===== config.mk =====
export PLATFORM = sky130hd
export DESIGN_NAME = fm_ratio_ctrl
export DESIGN_NICKNAME = d
export VERILOG_FILES = /design/src/rtl/fm_ctrl_pkg.sv /design/src/rtl/fm_dwell_cnt.sv /design/src/rtl/fm_sel_regs.sv /design/src/rtl/fm_ratio_ctrl.sv
export SDC_FILE = /design/constraint.sdc
export NUM_CORES = 1
export LEC_CHECK = 0
export ABC_AREA = 1
export BUFFER_PORTS_ARGS = -buffer_cell sky130_fd_sc_hd__buf_2
export CAP_MARGIN = 25
export CORE_MARGIN = 2
export CORE_UTILIZATION = 55
export CTS_CLUSTER_DIAMETER = 100
export DETAILED_ROUTE_END_ITERATION = 6
export PLACE_DENSITY = 0.83
export SLEW_MARGIN = 5
export SYNTH_ARGS = -nofsm -noshare
export SYNTH_HDL_FRONTEND = slang
export SYNTH_HIERARCHICAL = 1
export SYNTH_SLANG_ARGS = --single-unit

===== constraint.sdc =====
create_clock -name clk_i -period 3 [get_ports clk_i]
set_input_delay 0.3 -clock clk_i [delete_from_list [all_inputs] [get_ports clk_i]]
set_output_delay 0.3 -clock clk_i [all_outputs]
set_load 0.02 [all_outputs]

===== src/rtl/fm_ctrl_pkg.sv =====
package fm_ctrl_pkg;
  typedef enum logic [1:0] {
    ST_HOLD = 2'd0,
    ST_WAIT = 2'd1,
    ST_HIGH = 2'd2,
    ST_LOW  = 2'd3
  } fm_state_e;

  localparam int unsigned NUM_SEL = 2;
endpackage


===== src/rtl/fm_dwell_cnt.sv =====
module fm_dwell_cnt #(
  parameter int unsigned W = 16
) (
  input  logic         clk_i,
  input  logic         rst_ni,
  input  logic         clear_i,
  input  logic         load_i,
  input  logic [W-1:0] load_val_i,
  output logic         expired_o
);
  logic [W-1:0] cnt_q, cnt_d;

  always_comb begin
    cnt_d = cnt_q;
    if (clear_i)              cnt_d = '0;
    else if (load_i)          cnt_d = load_val_i;
    else if (cnt_q != '0)     cnt_d = cnt_q - 1'b1;
  end

  always_ff @(posedge clk_i or negedge rst_ni) begin
    if (!rst_ni) cnt_q <= '0;
    else         cnt_q <= cnt_d;
  end

  assign expired_o = (cnt_q == '0);
endmodule


===== src/rtl/fm_sel_regs.sv =====
module fm_sel_regs #(
  parameter int unsigned NUM = 2
) (
  input  logic           clk_i,
  input  logic           rst_ni,
  input  logic           low_d_i,
  output logic [NUM-1:0] sel_o
);
  // one flop per divider, all loaded from the same next-state decode
  for (genvar g = 0; g < NUM; g++) begin : g_sel
    always_ff @(posedge clk_i or negedge rst_ni) begin
      if (!rst_ni) sel_o[g] <= 1'b0;
      else         sel_o[g] <= low_d_i;
    end
  end
endmodule


===== src/rtl/fm_ratio_ctrl.sv =====
module fm_ratio_ctrl
  import fm_ctrl_pkg::*;
#(
  parameter int unsigned DWELL_W = 16
) (
  input  logic               clk_i,
  input  logic               rst_ni,
  input  logic               lock_i,
  input  logic               norm_en_i,
  input  logic [DWELL_W-1:0] dwell_i,
  output logic               n_sel_o,
  output logic               m_sel_o,
  output logic [1:0]         state_o
);
  fm_state_e state_q, state_d;
  logic load, clear, expired;
  logic [NUM_SEL-1:0] sel;

  always_comb begin
    state_d = state_q;
    load    = 1'b0;
    if (!norm_en_i) begin
      state_d = ST_HOLD;
    end else begin
      unique case (state_q)
        ST_HOLD: state_d = ST_WAIT;
        ST_WAIT: if (lock_i) begin
          state_d = ST_HIGH;
          load    = 1'b1;
        end
        ST_HIGH: begin
          if (!lock_i) state_d = ST_WAIT;
          else if (expired) begin
            state_d = ST_LOW;
            load    = 1'b1;
          end
        end
        ST_LOW: begin
          if (!lock_i) state_d = ST_WAIT;
          else if (expired) begin
            state_d = ST_HIGH;
            load    = 1'b1;
          end
        end
        default: state_d = ST_HOLD;
      endcase
    end
  end

  // counter only runs while modulating
  assign clear = !(state_d == ST_HIGH || state_d == ST_LOW);

  always_ff @(posedge clk_i or negedge rst_ni) begin
    if (!rst_ni) state_q <= ST_HOLD;
    else         state_q <= state_d;
  end

  fm_dwell_cnt #(.W(DWELL_W)) u_cnt (
    .clk_i      (clk_i),
    .rst_ni     (rst_ni),
    .clear_i    (clear),
    .load_i     (load),
    .load_val_i (dwell_i),
    .expired_o  (expired)
  );

  fm_sel_regs #(.NUM(NUM_SEL)) u_sel (
    .clk_i   (clk_i),
    .rst_ni  (rst_ni),
    .low_d_i (state_d == ST_LOW),
    .sel_o   (sel)
  );

  assign n_sel_o = sel[0];
  assign m_sel_o = sel[1];
  assign state_o = state_q;
endmodule


==> reports/results.tsv <==
metric	value	unit
number of enable flip-flop cells after synthesis	0	
global route total overflow	0	
required time reported for the critical path endpoint	3180	ps
iteration-0 DRC count of the detailed router	48	
routed via count divided by cell count	5.45	
Row Count	17	
first-pass GRT wire length	5300	um
Max Cap Viol	0	
cell with the largest stage delay on the worst path	dfrtp_1	
library cell occupying the most area in the post-synthesis netlist	dfrtp_1	
Max Clock Skew	6.23	ps
most frequent CP cell	inv_1	
synthesized area	1300	um^2
Core ar.	2230	um^2
number of CTS-inserted buffers	3	
critical path's largest stage delay	440	ps
post-synthesis average cell area	7.04	um^2
ordered cell list for the critical path	inv_1, ha_1, nand3_4, nor2_8, nand4_4, inv_1, inv_1, a21oi_1, buf_4, clkinv_1, buf_4, or2_2, nand2_1, nor2_1	
Via Count	1298	
fill cell total of the finished layout	199	
routability-driven placement congestion ratio	0.890	
worst reg-to-reg path cell count	14	
area growth from synthesis to layout	13.0	%
clock insertion delay at the later pin of the skew report	300	ps
IR drop worst, VDD	0.000320	V
vias in the first global route	1265	
Hold Path Depth	3	
fraction of post-synthesis cell area in the top cell type by area	36.5	%
Clock H-tree levels	1	
hold path startpoint	norm_en_i	
slack of the worst reg-to-reg path	500	ps
critical path arrival	2680	ps
shortest period the worst path allows	2500	ps
Synth Instances	185	
standby leakage power	0.852	nW
terminus of the critical flop-to-flop path	u_cnt/cnt_q[15]$_DFFE_PN0P_	
maximum buffer depth of the clock tree	2	
final net count	232	
post-detail-place hpwl	2280	um
total chip power	0.831	mW
post-route antenna net violation count	0	
dominant cells by area after synthesis	dfrtp_1 37%, nand2_1 12%, nor2_1 10%	
number of nets in the synthesized netlist	206	
Distinct cells, synth	30	
Root Buffer Master	clkbuf_4	
setup repair after global routing missed its margin	false	
internal power	0.479	mW
total wire length after detailed routing	2990	um
initial antenna violation count	0	
period utilisation layout	83.3	%
detailed-router iteration count before antenna repair	5	
Die Span Y	52.7	um
Tightest Pin Transition	440	ps
Critical Setup Path Class	flip-flop to flip-flop	
most frequent cells in the layout	41 x nand2_1, 35 x nor2_1, 23 x buf_2	
most frequent standard cell in the layout excluding fill and tap cells	nand2_1	
number of hold violations in the final report	0	
ANT cells	0	
count of pins on the block boundary	24	
worst-case headroom to the max-slew limit	70.7	%
count of input and output buffers	23	
Hold Crit Endpoint	state_o[0]$_DFF_PN0_	
async set or reset register ratio after synthesis	100	%
Die Wd	52.7	um
synth warn	6	
layout cell share with drive strength beyond 1	21.0	%
area enclosed by the die boundary	2770	um^2
maximum frequency from static timing analysis	400	MHz
status	finished clean	
setup repair bufs after CTS	0	
CTS clk-pin slew, worst paths	110	ps
share of total power in sequential cells	35.9	%
share of synthesized area occupied by flip-flops and latches	36.5	%
dominant register cell in the synthesized netlist	dfrtp_1	
switching power	0.352	mW
Slew Viols, Final	0	
flip-flop and latch count after synthesis	19	
DR WL/cell	12.6	um
switching power as a share of total power	42.4	%
capturing element type of the critical path	flip-flop	
critical path launch point	u_cnt/cnt_q[0]$_DFFE_PN0P_	
category of the worst setup path launch point	flip-flop	
register area	475	um^2
clock sinks	19	
highest fanout seen on the critical path	27	
final setup violating endpoints	0	
Hold/Removal Path Class	primary input to flip-flop	
detailed-route DRC error count	0	
Comb power frac	48.4	%
CTS tree	built	
initial standard-cell utilization of the core	58.3	%
Setup Total Neg Slack	0	ps
footprint of the multi-input gates	703	um^2
pin count of the biggest net entering global routing	28	
reg-to-reg startpoint	u_cnt/cnt_q[0]$_DFFE_PN0P_	
power per standard cell area	565	nW/um^2
share of power burned in the clock network	15.7	%
aggregate global-route resource usage	26.0	%
==> worst max-delay path by stage <==
stage | cells past startpoint | to
2_1_floorplan | 13 | u_cnt/cnt_q[1]$_DFFE_PN0P_
4_1_cts | 14 | u_cnt/cnt_q[15]$_DFFE_PN0P_
3_3_place_gp | 14 | u_cnt/cnt_q[15]$_DFFE_PN0P_
6_report | 14 | u_cnt/cnt_q[15]$_DFFE_PN0P_
5_1_grt | 15 | u_cnt/cnt_q[0]$_DFFE_PN0P_
3_5_place_dp | 14 | u_cnt/cnt_q[10]$_DFFE_PN0P_
==> registers in the layout, summed over array words and instances (netlist names) <==
register,count
u_cnt/cnt_q,16
state_o,2
u_sel/sel_o,1
==> cell type report <==
class | count | share of cell area (%)
Multi-Input combinational cell | 137 | 47.8
Sequential cell | 19 | 32.3
Timing Repair Buffer | 26 | 9.52
Inverter | 24 | 6.12
Tap cell | 28 | 2.38
Clock buffer | 3 | 1.53
Clock inverter | 1 | 0.340
==> metal layers <==
metal	share of wire, %	vias up	routed length [um]	global-route usage (%)
li1	-	645	-	-
met1	41	590	1230	31.4
met2	50	57	1500	46.7
met3	7.2	6	214	4.00
met4	1.5	0	45	8.12
met5	0	-	0	0
==> cells by family after synthesis <==
kind of cell             synth area share [%]
XOR/XNOR                                0.673
AO/OA/AOI/OAI                            10.7
multiplexers                            0.769
AND/OR/NAND/NOR                          40.9
buffers and inverters                    9.51
flip-flops                               36.5
adder cells (fa/ha/maj)                 0.960
==> cells in the mapped netlist (all sizes together) (2+ instances only) <==
library cell / n
nand4: 3
o22ai: 4
or2: 3
nand3: 19
o2111ai: 2
nand2: 43
dfrtp: 19
nor2: 40
o21ai: 10
a21oi: 4
inv: 23
nor3: 4
buf: 5
==> through the flow <==
stage	utilization, %	area, um^2	hold WS [ps]	setup slack [ps]	std cells
2_1_floorplan	-	1300	4.41	752	185
3_3_place_gp	64.2	1430	260	652	233
3_5_place_dp	64.2	1430	269	533	233
4_1_cts	65.9	1470	206	498	238
5_1_grt	65.9	1470	212	265	238
6_report	65.9	1470	217	502	238
==> critical path, delay by kind of cell (launching register included) <==
family / cells / cell delay (ps)
fa+ha+maj: 1 / 250
flops: 1 / 440
compound gates: 1 / 120
buf+inv: 6 / 720
simple gates: 6 / 830
==> power by group through the flow <==
stage | clock (mW) | combinational, mW | sequential [mW]
2_1_floorplan | 0 | 0.318 | 0.300
3_3_place_gp | 0 | 0.386 | 0.302
3_5_place_dp | 0 | 0.398 | 0.303
4_1_cts | 0.139 | 0.400 | 0.297
5_1_grt | 0.150 | 0.460 | 0.301
6_report | 0.131 | 0.402 | 0.298
==> what timing repair did <==
| item | 4_1_cts | 5_1_grt |
|---|---|---|
| hold buffers | 1 | 0 |
| hold endpoints to repair | 19 | 0 |
| resized for setup | 0 | 0 |
Power figures use the tool's default switching activity.
